### config.mk
export PLATFORM = sky130hd
export DESIGN_NAME = rename_pin_map
export DESIGN_NICKNAME = d
export VERILOG_FILES = /design/src/rtl/rpm_pkg.sv /design/src/rtl/rpm_map_table.sv /design/src/rtl/rpm_pin_ctr.sv /design/src/rtl/rpm_ctrl.sv /design/src/rtl/rename_pin_map.sv
export SDC_FILE = /design/constraint.sdc
export NUM_CORES = 1
export LEC_CHECK = 0
export BUFFER_PORTS_ARGS = -buffer_cell sky130_fd_sc_hd__buf_2
export CAP_MARGIN = 20
export CORE_UTILIZATION = 29
export CTS_CLUSTER_DIAMETER = 40
export DETAILED_ROUTE_END_ITERATION = 7
export MAX_ROUTING_LAYER = met4
export PLACE_DENSITY = 0.49
export SETUP_SLACK_MARGIN = 0.05
export SYNTH_ARGS = -nofsm -noshare
export SYNTH_HDL_FRONTEND = slang
export SYNTH_SLANG_ARGS = --single-unit
### constraint.sdc
create_clock -name clk -period 5.4 [get_ports clk]
set_input_delay 1.08 -clock clk [delete_from_list [all_inputs] [get_ports clk]]
set_output_delay 1.08 -clock clk [all_outputs]
set_load 0.1 [all_outputs]
### src/rtl/rpm_pkg.sv
package rpm_pkg;
  typedef enum logic [1:0] {
    RPM_ZERO  = 2'd0,
    RPM_REUSE = 2'd1,
    RPM_ALLOC = 2'd2
  } rpm_act_e;
endpackage

### src/rtl/rpm_map_table.sv
module rpm_map_table #(
  parameter int NUM_ARCH = 8,
  parameter int NUM_PHYS = 16,
  parameter int ARCH_W   = 3,
  parameter int PHYS_W   = 4
) (
  input  logic              clk,
  input  logic              rst_n,
  input  logic [ARCH_W-1:0] rd_arch,
  output logic [PHYS_W-1:0] rd_phys,
  input  logic              wr_en,
  input  logic [ARCH_W-1:0] wr_arch,
  input  logic [PHYS_W-1:0] wr_phys
);
  logic [PHYS_W-1:0] ent [NUM_ARCH];

  for (genvar a = 0; a < NUM_ARCH; a++) begin : g_ent
    logic              ent_en;
    logic [PHYS_W-1:0] ent_q;

    assign ent_en = wr_en && (wr_arch == ARCH_W'(a));

    always_ff @(posedge clk or negedge rst_n) begin
      if (!rst_n)      ent_q <= PHYS_W'(a);
      else if (ent_en) ent_q <= wr_phys;
    end

    assign ent[a] = ent_q;
  end

  always_comb begin
    rd_phys = '0;
    if (int'(rd_arch) < NUM_ARCH) rd_phys = ent[rd_arch];
  end
endmodule

### src/rtl/rpm_pin_ctr.sv
module rpm_pin_ctr #(
  parameter int NUM_PHYS = 16,
  parameter int PHYS_W   = 4,
  parameter int PIN_W    = 3
) (
  input  logic              clk,
  input  logic              rst_n,
  input  logic [PHYS_W-1:0] rd_phys,
  output logic [PIN_W-1:0]  rd_cnt,
  input  logic              set_en,
  input  logic [PHYS_W-1:0] set_phys,
  input  logic [PIN_W-1:0]  set_val,
  input  logic              dec_en,
  input  logic [PHYS_W-1:0] dec_phys
);
  logic [PIN_W-1:0] cnt [NUM_PHYS];

  for (genvar p = 0; p < NUM_PHYS; p++) begin : g_cnt
    logic [PIN_W-1:0] cnt_d, cnt_q;
    logic             hit_set, hit_dec;

    assign hit_set = set_en && (set_phys == PHYS_W'(p));
    assign hit_dec = dec_en && (dec_phys == PHYS_W'(p)) && (cnt_q != '0);

    always_comb begin
      cnt_d = cnt_q;
      if (hit_set)      cnt_d = set_val;
      else if (hit_dec) cnt_d = cnt_q - 1'b1;
    end

    always_ff @(posedge clk or negedge rst_n) begin
      if (!rst_n) cnt_q <= '0;
      else        cnt_q <= cnt_d;
    end

    assign cnt[p] = cnt_q;
  end

  always_comb begin
    rd_cnt = '0;
    if (int'(rd_phys) < NUM_PHYS) rd_cnt = cnt[rd_phys];
  end
endmodule

### src/rtl/rpm_ctrl.sv
module rpm_ctrl
  import rpm_pkg::*;
#(
  parameter int ARCH_W    = 3,
  parameter int PHYS_W    = 4,
  parameter int PIN_W     = 3,
  parameter int ZERO_ARCH = 0
) (
  input  logic              req_valid,
  input  logic [ARCH_W-1:0] req_arch,
  input  logic [PIN_W-1:0]  req_pin,
  input  logic [PHYS_W-1:0] cur_phys,
  input  logic [PIN_W-1:0]  cur_cnt,
  input  logic              fl_valid,
  input  logic [PHYS_W-1:0] fl_phys,
  output logic              req_ready,
  output logic              fire,
  output logic              alloc,
  output logic              dec_en,
  output logic [PHYS_W-1:0] new_phys,
  output logic              err,
  output logic [PIN_W:0]    wtc
);
  rpm_act_e act;

  always_comb begin
    if (req_arch == ARCH_W'(ZERO_ARCH)) act = RPM_ZERO;
    else if (cur_cnt != '0)             act = RPM_REUSE;
    else                                act = RPM_ALLOC;
  end

  assign req_ready = (act != RPM_ALLOC) || fl_valid;
  assign fire      = req_valid && req_ready;
  assign alloc     = fire && (act == RPM_ALLOC);
  assign dec_en    = fire && (act == RPM_REUSE);
  assign new_phys  = (act == RPM_ALLOC) ? fl_phys : cur_phys;
  assign err       = (act == RPM_REUSE) && (req_pin != '0);
  assign wtc       = (act == RPM_ALLOC) ? ({1'b0, req_pin} + 1'b1) : '0;
endmodule

### src/rtl/rename_pin_map.sv
module rename_pin_map #(
  parameter int NUM_ARCH  = 8,
  parameter int NUM_PHYS  = 16,
  parameter int PIN_W     = 3,
  parameter int ZERO_ARCH = 0,
  localparam int ARCH_W   = $clog2(NUM_ARCH),
  localparam int PHYS_W   = $clog2(NUM_PHYS)
) (
  input  logic              clk,
  input  logic              rst_n,
  input  logic              req_valid,
  output logic              req_ready,
  input  logic [ARCH_W-1:0] req_arch,
  input  logic [PIN_W-1:0]  req_pin,
  input  logic              fl_valid,
  input  logic [PHYS_W-1:0] fl_phys,
  output logic              fl_pop,
  output logic              sb_clr_valid,
  output logic [PHYS_W-1:0] sb_clr_phys,
  output logic              rsp_valid,
  output logic [PHYS_W-1:0] rsp_phys,
  output logic [PHYS_W-1:0] rsp_prev_phys,
  output logic              rsp_fresh,
  output logic              rsp_err,
  output logic [PIN_W:0]    rsp_wtc
);
  logic [PHYS_W-1:0] cur_phys, new_phys;
  logic [PIN_W-1:0]  cur_cnt;
  logic              fire, alloc, dec_en, err;
  logic [PIN_W:0]    wtc;

  rpm_map_table #(
    .NUM_ARCH(NUM_ARCH), .NUM_PHYS(NUM_PHYS), .ARCH_W(ARCH_W), .PHYS_W(PHYS_W)
  ) u_map (
    .clk(clk), .rst_n(rst_n),
    .rd_arch(req_arch), .rd_phys(cur_phys),
    .wr_en(alloc), .wr_arch(req_arch), .wr_phys(fl_phys)
  );

  rpm_pin_ctr #(
    .NUM_PHYS(NUM_PHYS), .PHYS_W(PHYS_W), .PIN_W(PIN_W)
  ) u_pin (
    .clk(clk), .rst_n(rst_n),
    .rd_phys(cur_phys), .rd_cnt(cur_cnt),
    .set_en(alloc), .set_phys(fl_phys), .set_val(req_pin),
    .dec_en(dec_en), .dec_phys(cur_phys)
  );

  rpm_ctrl #(
    .ARCH_W(ARCH_W), .PHYS_W(PHYS_W), .PIN_W(PIN_W), .ZERO_ARCH(ZERO_ARCH)
  ) u_ctrl (
    .req_valid(req_valid), .req_arch(req_arch), .req_pin(req_pin),
    .cur_phys(cur_phys), .cur_cnt(cur_cnt),
    .fl_valid(fl_valid), .fl_phys(fl_phys),
    .req_ready(req_ready), .fire(fire), .alloc(alloc), .dec_en(dec_en),
    .new_phys(new_phys), .err(err), .wtc(wtc)
  );

  assign fl_pop       = alloc;
  assign sb_clr_valid = fire;
  assign sb_clr_phys  = new_phys;

  // response: valid has reset, payload is enable-loaded
  logic rsp_valid_d;
  assign rsp_valid_d = fire;

  always_ff @(posedge clk or negedge rst_n) begin
    if (!rst_n) rsp_valid <= 1'b0;
    else        rsp_valid <= rsp_valid_d;
  end

  always_ff @(posedge clk) begin
    if (fire) begin
      rsp_phys      <= new_phys;
      rsp_prev_phys <= cur_phys;
      rsp_fresh     <= alloc;
      rsp_err       <= err;
      rsp_wtc       <= wtc;
    end
  end
endmodule

Word-level counts from Yosys, hierarchy flattened

Cells that the tools add are included.

Output and inout port bits: 22
Word-level logic and storage cells: 230
Flip-flop bits (word level): 95
Input bits: 14

Reductions and logical operators: 98
Eq/ne operators: 40
$lt $le $gt $ge: 2
Bitwise gates (word level): 2
Mux-type cells: 41
Add/subtract/negate cells: 17

Operator list:

| operator            | number |
|---|---|
| $mux 3              | 34 |
| $eq 4x4->1 const B  | 16 |
| $logic_and 1x1->1   | 60 |
| $reduce_bool 3->1   | 18 |
| $sub 3x1->3 const B | 16 |
| $eq 4x3->1 const B  | 8 |
| $reduce_bool 2->1   | 16 |
| $eq 4x2->1 const B  | 4 |
| $bmux 3 s4          | 1 |
| $bmux 4 s3          | 1 |
| $eq 3x3->1 const B  | 4 |
| $mux 4              | 3 |
| $eq 4x1->1 const B  | 2 |
| $logic_not 4->1     | 2 |
| $eq 3x2->1 const B  | 2 |
| $ge 5x5->1 const B  | 1 |
| $not 4->5           | 1 |
| $add 3x1->4 const B | 1 |
| $ge 4x4->1 const B  | 1 |
| $mux 2              | 2 |
| $not 3->4           | 1 |
| $eq 3x1->1 const B  | 1 |
| $logic_not 3->1     | 1 |
| $eq 2x1->1 const B  | 1 |
| other kinds (3)     | 3 |

Logic depth before layout (Yosys ltp)

Gate-level depths: netlist of the first run.

Depth after elaboration: 19
Gate-level depth with buffers: 16
Gate-level depth less buffers: 11

By module

From an unflattened synthesis of the first run, not the netlist that was laid out.

Cells, all modules: 567
Area total of the unflattened synthesis: 5972.0 µm²

Modules (own cells, without submodules):

| module         | instances | cells an instance | area an instance (µm²) | sequential area each (µm²) |
|---|---|---|---|---|
| rpm_pin_ctr    | 1         | 440               | 3778.6                 | 1201.2 |
| rpm_map_table  | 1         | 86                | 1540.2                 | 815.8 |
| rename_pin_map | 1         | 15                | 445.4                  | 445.4 |
| rpm_ctrl       | 1         | 26                | 207.7                  | 0.0 |

Least setup slack after synthesis of the first run

Ideal clock, no wire load.

Kind: in2out
From: input req_arch[1]
To: output sb_clr_phys[2]
Path slack: -0.542 ns
Arrival: 4.862 ns
Path buffers: 4
Cell stages on the path: 13
Data required time: 4.320 ns
Cells stage by stage: buf_6 -> mux4_2 -> mux2i_4 -> nand2_2 -> a2111oi_2 -> a21oi_1 -> and3_1 -> buf_6 -> buf_6 -> nand3_1 -> buf_2 -> nor2_1 -> a21oi_1

Cells in the longest elaborated chain, start to end: 13
Elaborated cells on any way between the ends: 14
Classes of those cells: eq/ne: 1; mux: 9; bitwise: 2; reduce/logical: 2

Ends and longest elaborated chain:

| element                                    | line                 | RTL |
|---|---|---|
| from (decl)                                | rename_pin_map.sv:13 | `input logic [ARCH_W-1:0] req_arch,` |
| $not 3->4 (implied by the code)            | rpm_map_table.sv:33  | `if (int'(rd_arch) < NUM_ARCH) rd_phys = ent[rd_arch];` |
| $bmux 4 s3                                 | rpm_map_table.sv:33  |  |
| $mux 4 (implied by the code) (2 in series) | rpm_map_table.sv:33  |  |
| $not 4->5 (implied by the code)            | rpm_pin_ctr.sv:41    | `if (int'(rd_phys) < NUM_PHYS) rd_cnt = cnt[rd_phys];` |
| $bmux 3 s4                                 | rpm_pin_ctr.sv:41    |  |
| $mux 3 (implied by the code) (2 in series) | rpm_pin_ctr.sv:41    |  |
| $reduce_bool 3->1                          | rpm_ctrl.sv:28       | `else if (cur_cnt != '0) act = RPM_REUSE;` |
| $mux 2                                     | rpm_ctrl.sv:28       |  |
| $mux 2                                     | rpm_ctrl.sv:27       | `if (req_arch == ARCH_W'(ZERO_ARCH)) act = RPM_ZERO;` |
| $eq 2x2->1                                 | rpm_ctrl.sv:36       | `assign new_phys = (act == RPM_ALLOC) ? fl_phys : cur_phys;` |
| $mux 4 *                                   | rpm_ctrl.sv:36       |  |
| to (decl)                                  | rename_pin_map.sv:19 | `output logic [PHYS_W-1:0] sb_clr_phys,` |

Every way passes the cells marked *; elsewhere a longest branch is shown, timed or not. The select of a mux whose other input is x is not followed.

Worst setup path in the final report of the first run

Ends and elaborated chain as after synthesis.

==> flow_metrics.py, run 1 <==
metrics = {
    "timing": {
        "finalHoldViolCount": 0,
        "clock-skew-final_ns": 0.01257,
        "maxSlewViolCount": 0,
        "setup_viol": 0,
        "hold_ws_ns": 0.3751,
        "slew_headroom": 0.3724,
        "rsz0062_at_grt": "false",
        "max_freq_mhz": 197.1,
        "setup_slack_ns": 0.3258,
        "fin_crit_sh": 0.9397,
        "min_period_ns": 5.074,
        "tightest_slew_ns": 0.9342,
        "setup_tns_ns": 0,
    },
    "place": {
        "gp_congestion": 0.8701,
        "port_buffers": 35,
        "post-dp-hpwl_um": 10990,
        "preCtsSetupSlack_ns": 0.3130,
    },
    "power_and_ir_drop": {
        "power.total_mw": 3.439,
        "p_per_area_nw_per_um2": 506.9,
        "leakagePower_nw": 3.016,
        "ir_worst_vdd_mv": 0.2243,
    },
    "clocking": {
        "htreeDepth": 3,
        "clockBufferDepth": 2,
        "cts_tree": "yes",
        "cts_hold_buffers": 0,
        "post_cts_resized": 0,
        "clockRootBuffer": "clkbuf_16",
        "clk_pin_slew_ns": 0.07,
        "clkLatencyLatePin_ns": 0.36,
        "cts_sinks": 95,
        "numCtsBuffers": 9,
        "post_cts_buffers": 0,
    },
    "floorplan": {
        "core_um2": 19720,
        "die_h_um": 144.9,
        "num_rows": 51,
        "die_area_um2": 20980,
        "die_x_um": 144.9,
        "initial_core_util": 0.3001,
        "ios": 36,
    },
    "cells_and_area": {
        "finish.net_count": 603,
        "final_layout_size_suffix_gt1_frac": 0.2911,
        "syn_to_final_growth_pct": 14.63,
        "antennaDiodeCount": 0,
    },
    "setup_path": {
        "r2r_slack_ns": 1.92,
        "crit_path_end_kind": "output pin",
        "required_ns": 4.32,
        "arrival_ns": 3.99,
        "crit_chain": "buf_2 > buf_4 > mux2i_1 > o221ai_1 > a21oi_2 > buf_4 > mux2_2 > o32ai_1 > o211ai_4 > nand3_1 > buf_4 > nor2_1 > a21oi_1 > buf_12",
        "crit_path_frequent_cell": "buf_4",
        "critPathKind": "input port to output pin",
        "slowest_delay_ns": 0.36,
        "rr_endpoint": "u_map.g_ent[4].ent_q[1]",
        "cp_slowest_cell": "mux2_2",
        "rr_startpoint": "u_map.g_ent[7].ent_q[0]",
        "r2r_cells": 11,
        "critPathLaunchType": "input port",
        "crit_path_max_fanout": 13,
    },
    "hold_path": {
        "worstHoldStart": "u_map.g_ent[0].ent_q[3]",
        "worstHoldEndpoint": "u_map.g_ent[0].ent_q[3]",
        "hold_class": "register to register",
        "min_path_cells": 0,
    },
    "yosys": {
        "netlist_instances": 524,
        "synth_top_area_frac": 0.2918,
        "ys_seq_elements": 95,
        "netlist_area_um2": 5918,
        "synth_cell_types": 54,
        "syn_nets": 572,
        "seq_area_frac_synth": 0.4161,
        "postSynthAreaPerCell_um2": 11.29,
        "synthArstFlopShare": 0.8526,
        "synth-edff-count": 14,
        "yosys_warnings": 0,
        "yosysTopAreaCell": "dfrtp_1",
        "synth.area.top_cells": "dfrtp_1 29%, mux2i_1 9.3%, ha_1 7.2%",
        "ys.flop_type": "dfrtp_1",
    },
    "global_routing": {
        "grt_max_degree": 82,
        "grt_antenna_before_repair": 0,
        "grt_usage": 0.1647,
        "grt_overflow_total": 0,
        "grt_pass1_vias": 4383,
        "grt_first_pass_wirelength_um": 24530,
    },
    "detailed_routing": {
        "vias": 3945,
        "drt_wl_total_um": 15330,
        "dr.pass1.iters": 4,
        "vias_per_cell": 4.782,
        "avgRoutedWirePerCell_um": 18.58,
        "drc": 0,
        "ant_nets": 0,
        "drt_iter0_drc": 143,
    },
    "outcome": {
        "status": "finished clean",
    },
    "flow_run": {
        "drv_cap": 0,
    },
}
==> synthesized netlist by cell type, drive strengths merged (3+ instances only) <==
master,n
dfrtp,69
mux2,63
inv,59
mux2i,57
nor2,35
ha,34
a21oi,27
nand2,27
xnor2,17
buf,16
edfxtp,14
clkbuf,13
nor3,13
dfstp,12
nand4,9
or3,7
and3,5
nand3,5
nor2b,5
a31oi,4
mux4,4
nor4,3
or2,3
==> worst max-delay path by stage <==
stage / start / to / slack, ns / cells after the start
after floorplan: req_arch[1] / sb_clr_phys[2] / -0.54 / 13
after global placement: req_arch[1] / sb_clr_phys[1] / 0.39 / 14
after detailed placement: req_arch[1] / sb_clr_phys[1] / 0.31 / 14
after CTS: req_arch[1] / sb_clr_phys[1] / 0.30 / 14
after global routing: req_arch[1] / sb_clr_phys[1] / 0.09 / 14
final: req_arch[1] / sb_clr_phys[2] / 0.33 / 14
==> kinds of logic (layout without fill, tap and decap cells) <==
logic type / Yosys count / after routing / share of synthesized area
buffers and inverters: 88 / 124 / 0.06659
adders and majority gates: 34 / 34 / 0.07188
DFF: 95 / 95 / 0.4161
xor gates and xnor gates: 17 / 17 / 0.02516
and+or+nand+nor: 121 / 121 / 0.1104
AOI/OAI and AO/OA: 45 / 45 / 0.06787
muxes: 124 / 124 / 0.2421
==> through the flow <==
| step | utilization | instances | instance area (µm²) |
|---|---|---|---|
| 2_1_floorplan | - | 524 | 5921 |
| 3_3_place_gp | 0.3268 | 808 | 6444 |
| 3_5_place_dp | 0.3268 | 808 | 6444 |
| 4_1_cts | 0.3427 | 824 | 6756 |
| 5_1_grt | 0.3441 | 825 | 6784 |
| 6_report | 0.3441 | 825 | 6784 |
==> worst max-delay path, delay by kind of cell <==
kind | cells | cell delay [ns]
AND/OR/NAND/NOR | 2 | 0.20
buffers and inverters | 5 | 1.15
AO/OA/AOI/OAI | 5 | 1.00
multiplexers | 2 | 0.55
==> power breakdown <==
group	total, mW	internal [mW]	switching (mW)
Combinational	1.66	0.550	1.11
Sequential	1.09	0.977	0.112
Clock	0.694	0.408	0.286
Total	3.44	1.93	1.50
==> per-layer routing <==
layer | up-vias | track usage | wire (µm)
met1 | 1960 | 0.1892 | 6643
met2 | 72 | 0.2844 | 7780
met3 | 27 | 0.03422 | 558
met5 | - | - | 0
met4 | 0 | 0.05651 | 344
li1 | 1886 | - | -
==> area by class of cell <==
class	instances	area [µm²]
Fill cell	1981	12930
Multi-Input combinational cell	341	3073
Sequential cell	95	2462
Timing Repair Buffer	49	377.9
Tap cell	265	331.6
Clock buffer	11	232.7
Inverter	59	226.5
Clock inverter	5	80.08
==> cell usage in the layout (no fill, tap or decap), types with 11 or more instances in the layout <==
| cell type | n |
|---|---|
| buf_4 | 14 |
| mux2_1 | 20 |
| xnor2_1 | 17 |
| a21oi_1 | 11 |
| inv_1 | 54 |
| dfrtp_1 | 69 |
| dfstp_2 | 12 |
| buf_2 | 29 |
| edfxtp_1 | 14 |
| mux2_2 | 33 |
| nor2_1 | 35 |
| mux2i_1 | 55 |
| nor3_1 | 13 |
| ha_1 | 34 |
| nand2_1 | 23 |
==> sequential cells by signal, summed over array words and instances, names as in the netlist <==
signal	flops
rsp_fresh	1
u_map.g_ent.ent_q	32
rsp_prev_phys	4
rsp_wtc	4
u_pin.g_cnt.cnt_q	48
rsp_phys	4
rsp_valid	1
rsp_err	1
No activity file was read; power rests on OpenSTA's default activity.
==> run 2, diff against run 1 <==
--- a/config.mk
+++ b/config.mk
@@ -7,11 +7,13 @@
 export LEC_CHECK = 0
 export BUFFER_PORTS_ARGS = -buffer_cell sky130_fd_sc_hd__buf_2
 export CAP_MARGIN = 20
+export CELL_PAD_IN_SITES_DETAIL_PLACEMENT = 1
+export CELL_PAD_IN_SITES_GLOBAL_PLACEMENT = 1
 export CORE_UTILIZATION = 29
 export CTS_CLUSTER_DIAMETER = 40
 export DETAILED_ROUTE_END_ITERATION = 7
 export MAX_ROUTING_LAYER = met4
-export PLACE_DENSITY = 0.49
+export PLACE_DENSITY = 0.57
 export SETUP_SLACK_MARGIN = 0.05
 export SYNTH_ARGS = -nofsm -noshare
 export SYNTH_HDL_FRONTEND = slang
==> run 2 against run 1 <==
Against the previous run:
- register-to-register slack worse by 0.13 ns
- critical path depth is 1 lower
- worst setup slack better by 0.076 ns
- wire length is 6.5% higher
- clock power is 1% lower
- clock skew is 0.0032 ns lower
- core utilization hardly changed
- clock-buffer cell count stayed put
- total power is 0.66% higher
- maximum frequency is 1.5% higher
==> flow_metrics.py, run 2 (same netlist as run 1, synthesis figures left out) <==
metrics = {
    "flow_run": {
        "drv_cap": 0,
    },
    "timing": {
        "rsz0062_at_grt": "false",
        "finalHoldViolCount": 0,
        "hold_ws_ns": 0.3749,
        "setup_viol": 0,
        "fin_crit_sh": 0.9256,
        "min_period_ns": 4.998,
        "maxSlewViolCount": 0,
        "slew_headroom": 0.4725,
        "max_freq_mhz": 200.1,
        "tightest_slew_ns": 0.7852,
        "clock-skew-final_ns": 0.009373,
    },
    "cells_and_area": {
        "max_flop_register": "u_pin.g_cnt.cnt_q",
        "final_layout_size_suffix_gt1_frac": 0.2977,
        "layout_commonest_cell": "dfrtp_1",
        "finish.net_count": 604,
        "final_cell_mix": "69 x dfrtp_1, 55 x mux2i_1, 54 x inv_1",
        "largest_reg_flops": 48,
        "fin_util": 0.3442,
        "reg_top3": "u_pin.g_cnt.cnt_q: 48 flops, u_map.g_ent.ent_q: 32 flops",
        "finalNonFillerCells": 827,
        "syn_to_final_growth_pct": 14.69,
    },
    "detailed_routing": {
        "vias": 3993,
        "drc": 0,
        "vias_per_cell": 4.828,
        "drt_wl_total_um": 16320,
        "ant_nets": 0,
        "avgRoutedWirePerCell_um": 19.74,
        "drt_iter0_drc": 134,
        "dr.pass1.iters": 4,
    },
    "setup_path": {
        "arrival_ns": 3.92,
        "critPathKind": "input port to output pin",
        "slowest_delay_ns": 0.38,
        "required_ns": 4.32,
        "crit_path_max_fanout": 18,
        "cp_slowest_cell": "mux2_2",
        "crit_path_frequent_cell": "buf_4",
        "critPathLaunchType": "input port",
        "crit_path_end_kind": "output pin",
        "crit_chain": "clkbuf_4 > mux2i_1 > o221ai_1 > a21oi_2 > buf_4 > mux2_2 > o32ai_2 > o211ai_4 > nand3_1 > buf_4 > nor2_1 > a21oi_1 > buf_12",
    },
    "global_routing": {
        "grt_max_degree": 47,
        "grt_first_pass_wirelength_um": 25650,
        "grt_pass1_vias": 4457,
        "grt_overflow_total": 0,
        "grt_antenna_before_repair": 1,
        "grt_usage": 0.1738,
    },
    "clocking": {
        "cts_tree": "yes",
        "numCtsBuffers": 9,
        "clkLatencyLatePin_ns": 0.36,
        "clockRootBuffer": "clkbuf_16",
        "cts_sinks": 95,
        "clk_pin_slew_ns": 0.07,
        "htreeDepth": 3,
        "clockBufferDepth": 2,
    },
    "floorplan": {
        "die_x_um": 144.9,
        "die_h_um": 144.9,
        "die_area_um2": 20980,
        "ios": 36,
        "num_rows": 51,
        "initial_core_util": 0.3001,
        "core_um2": 19720,
    },
    "power_and_ir_drop": {
        "leakagePower_nw": 3.021,
        "ir_worst_vdd_mv": 0.3004,
        "power.total_mw": 3.461,
        "p_per_area_nw_per_um2": 509.9,
    },
    "place": {
        "port_buffers": 35,
        "post-dp-hpwl_um": 11880,
        "gp_congestion": 0.8317,
        "dp_cells": 810,
    },
    "hold_path": {
        "hold_class": "register to register",
    },
    "outcome": {
        "status": "finished clean",
    },
}
-- run 2: critical path, delay by kind of cell --
kind,cells,cell delay [ns]
buffers and inverters,4,0.95
AND/OR/NAND/NOR,2,0.18
AO/OA/AOI/OAI,5,1.07
multiplexers,2,0.62
-- run 2: layer usage --
layer  GRT usage  vias to the layer above  part of all wire
met5           -                        -                 0
met4     0.06205                        0             0.020
met3     0.03126                       18             0.024
met2      0.2991                       37              0.51
met1      0.2026                     2057              0.44
li1            -                     1881                 -
-- run 2: final timing paths --
check / start / end / slack [ns] / depth (start not counted)
hold / removal: u_map.g_ent[0].ent_q[0] / u_map.g_ent[0].ent_q[0] / 0.37 / 0
hold reg to reg: u_map.g_ent[0].ent_q[0] / u_map.g_ent[0].ent_q[0] / 0.37 / 0
setup / recovery: req_arch[1] / sb_clr_phys[3] / 0.40 / 13
setup reg to reg: u_map.g_ent[6].ent_q[1] / u_pin.g_cnt[9].cnt_q[2] / 1.79 / 13
min in group asynchronous: rst_n / u_pin.g_cnt[11].cnt_q[1] / 0.68 / 1
max in group asynchronous: rst_n / u_map.g_ent[4].ent_q[1] / 3.70 / 2
-- run 2: per-stage QoR --
step	setup WS (ns)	area, µm²	TNS, ns
6_report	0.4015	6788	0
5_1_grt	0.1579	6788	0
4_1_cts	0.1722	6775	0
3_5_place_dp	0.1950	6459	0
3_3_place_gp	0.3025	6459	0
2_1_floorplan	-0.5419	5921	-1.625
-- run 2: where the power goes --
group | internal, mW | switching (mW) | total (mW)
registers | 0.977 | 0.116 | 1.09
clock network | 0.375 | 0.309 | 0.685
logic | 0.556 | 1.13 | 1.68
total | 1.91 | 1.55 | 3.46
-- run 2: layout make-up --
cell class / count / area (µm²)
Antenna cell: 1 / 2.502
Clock buffer: 11 / 275.3
Clock inverter: 5 / 41.29
Fill cell: 2191 / 12930
Inverter: 59 / 226.5
Multi-Input combinational cell: 341 / 3080
Sequential cell: 95 / 2462
Tap cell: 265 / 331.6
Timing Repair Buffer: 50 / 367.9
-- run 2: what timing repair did --
| action | CTS | global route |
|---|---|---|
| hold buffers | 0 | 0 |
| buffers inserted | 0 | 0 |
| gates resized for setup | 0 | 2 |
| endpoints found under the setup margin | 0 | 4 |
==> run 3, diff against run 2 <==
--- a/config.mk
+++ b/config.mk
@@ -13,7 +13,7 @@
 export CTS_CLUSTER_DIAMETER = 40
 export DETAILED_ROUTE_END_ITERATION = 7
 export MAX_ROUTING_LAYER = met4
-export PLACE_DENSITY = 0.57
+export PLACE_DENSITY_LB_ADDON = 0.1
 export SETUP_SLACK_MARGIN = 0.05
 export SYNTH_ARGS = -nofsm -noshare
 export SYNTH_HDL_FRONTEND = slang
==> constraint.sdc (replaced) <==
create_clock -name clk -period 5.4 [get_ports clk]
set_input_delay 1.08 -clock clk [delete_from_list [all_inputs] [get_ports clk]]
set_output_delay 1.08 -clock clk [all_outputs]
set_load 0.05 [all_outputs]
==> run 3 against run 2 <==
Against the previous run:
- clock skew up 0.0087 ns
- via count up 0.53%
- largest power group unchanged
- critical path depth down 2
- hold slack better by 0.0025 ns
==> flow_metrics.py, run 3 (same netlist as run 1, synthesis figures left out) <==
metrics = {
    "outcome": {
        "status": "finished clean",
    },
    "power_and_ir_drop": {
        "power.total_mw": 3.036,
        "ir_worst_vdd_mv": 0.1693,
        "p_per_area_nw_per_um2": 456.9,
        "leakagePower_nw": 2.972,
    },
    "timing": {
        "setup_viol": 0,
        "fin_crit_sh": 0.9293,
        "setup_tns_ns": 0,
        "slew_headroom": 0.4292,
        "tightest_slew_ns": 0.8497,
        "maxSlewViolCount": 0,
        "min_period_ns": 5.018,
        "finalHoldViolCount": 0,
        "clock-skew-final_ns": 0.01810,
        "rsz0062_at_grt": "false",
        "max_freq_mhz": 199.3,
    },
    "cells_and_area": {
        "largest_reg_flops": 48,
        "max_flop_register": "u_pin.g_cnt.cnt_q",
        "fin_area_um2": 6646,
        "syn_to_final_growth_pct": 12.30,
        "finalNonFillerCells": 825,
        "final_layout_size_suffix_gt1_frac": 0.2911,
        "fillerInstances": 2163,
        "finish.net_count": 603,
        "reg_top3": "u_pin.g_cnt.cnt_q: 48 flops, u_map.g_ent.ent_q: 32 flops",
        "final_cell_mix": "69 x dfrtp_1, 55 x mux2i_1, 54 x inv_1",
        "antennaDiodeCount": 0,
        "layout_commonest_cell": "dfrtp_1",
    },
    "setup_path": {
        "cp_slowest_cell": "mux4_2",
        "critPathLaunchType": "input port",
        "required_ns": 4.32,
        "crit_chain": "buf_2 > mux4_2 > mux2i_4 > nand2_2 > a2111oi_2 > a21oi_1 > and3_1 > nand3_1 > buf_4 > mux2_2 > buf_2",
        "critPathKind": "input port to output pin",
        "arrival_ns": 3.94,
        "crit_path_max_fanout": 18,
        "crit_path_frequent_cell": "buf_2",
        "cp-startpoint": "req_arch[1]",
        "crit_path_end_kind": "output pin",
        "rr_startpoint": "u_map.g_ent[5].ent_q[3]",
        "slowest_delay_ns": 0.60,
    },
    "global_routing": {
        "grt_antenna_before_repair": 0,
        "grt_pass1_vias": 4445,
        "grt_overflow_total": 0,
        "grt_first_pass_wirelength_um": 26840,
        "grt_usage": 0.1830,
        "grt_max_degree": 45,
    },
    "detailed_routing": {
        "ant_nets": 0,
        "drt_wl_total_um": 17020,
        "vias_per_cell": 4.865,
        "vias": 4014,
        "drc": 0,
        "drt_iter0_drc": 88,
        "dr.pass1.iters": 4,
        "avgRoutedWirePerCell_um": 20.63,
    },
    "place": {
        "post-dp-hpwl_um": 12470,
        "gp_congestion": 0.7878,
        "dp_cells": 809,
        "port_buffers": 35,
        "placed_area_um2": 6374,
    },
    "clocking": {
        "cts_tree": "yes",
        "cts_sinks": 95,
        "htreeDepth": 3,
        "post_cts_buffers": 0,
        "clockRootBuffer": "clkbuf_16",
        "clockBufferDepth": 2,
        "cts_hold_buffers": 0,
        "clk_pin_slew_ns": 0.07,
        "numCtsBuffers": 9,
        "post_cts_resized": 0,
        "clkLatencyLatePin_ns": 0.36,
    },
    "flow_run": {
        "drv_cap": 0,
    },
    "hold_path": {
        "worstHoldStart": "u_map.g_ent[0].ent_q[0]",
        "hold_class": "register to register",
    },
    "floorplan": {
        "die_x_um": 144.9,
        "die_area_um2": 20980,
        "initial_core_util": 0.3001,
        "ios": 36,
        "num_rows": 51,
        "core_um2": 19720,
        "die_h_um": 144.9,
    },
}
==> run 3: cell count changes in the layout (fill, tap and decap cells not counted), moves of 2 or more <==
cell and change:
inv_6 -2, buf_12 -5, buf_2 +6, clkbuf_16 -2
==> run 3: worst max-delay path: cells and delay by family <==
family	cells	cell delay, ns
muxes	3	1.21
buffers and inverters	3	0.73
and+or+nand+nor	3	0.46
AOI/OAI and AO/OA	2	0.44
==> run 3: layout make-up <==
type                    instances  area [µm²]  area share
multi-input cells             341        3070      0.4620
well taps                     265       331.6     0.04989
flip-flops and latches         95        2462      0.3705
clock inverters                 6       43.79    0.006589
clock buffers                  10       229.0     0.03445
repair buffers                 49       282.8     0.04255
inverters                      59       226.5     0.03407
==> run 3: metal layers <==
layer | global-route usage | wire, µm | up-vias
met5 | - | 0 | -
met4 | 0.06427 | 395 | 0
met3 | 0.03159 | 390 | 21
met2 | 0.3079 | 8545 | 37
met1 | 0.2203 | 7688 | 2078
li1 | - | - | 1878
==> run 3: where the power goes <==
group	switching, mW	internal [mW]	total (mW)	leakage (nW)
sequential	0.121	0.977	1.10	1.07
clock	0.296	0.316	0.611	0.138
combinational	0.861	0.465	1.33	1.77
total	1.28	1.76	3.04	2.97
==> run 3: stage by stage <==
step | utilization | worst slack (ns) | hold slack, ns
after floorplan | - | 0.1118 | 0.4216
after global placement | 0.3232 | 0.3535 | 0.3705
after detailed placement | 0.3232 | 0.3587 | 0.3683
after CTS | 0.3371 | 0.3557 | 0.3845
after global routing | 0.3371 | 0.1522 | 0.4020
final | 0.3371 | 0.3816 | 0.3775
==> run 3: worst paths after layout <==
kind | endpoint | slack [ns] | cells after the start
min in group asynchronous | u_pin.g_cnt[1].cnt_q[2] | 0.72 | 1
max | sb_clr_phys[0] | 0.38 | 11
max in group asynchronous | u_pin.g_cnt[15].cnt_q[0] | 3.68 | 2
min reg2reg | u_map.g_ent[0].ent_q[0] | 0.38 | 0
max reg2reg | u_map.g_ent[6].ent_q[0] | 1.87 | 11
min | u_map.g_ent[0].ent_q[0] | 0.38 | 0
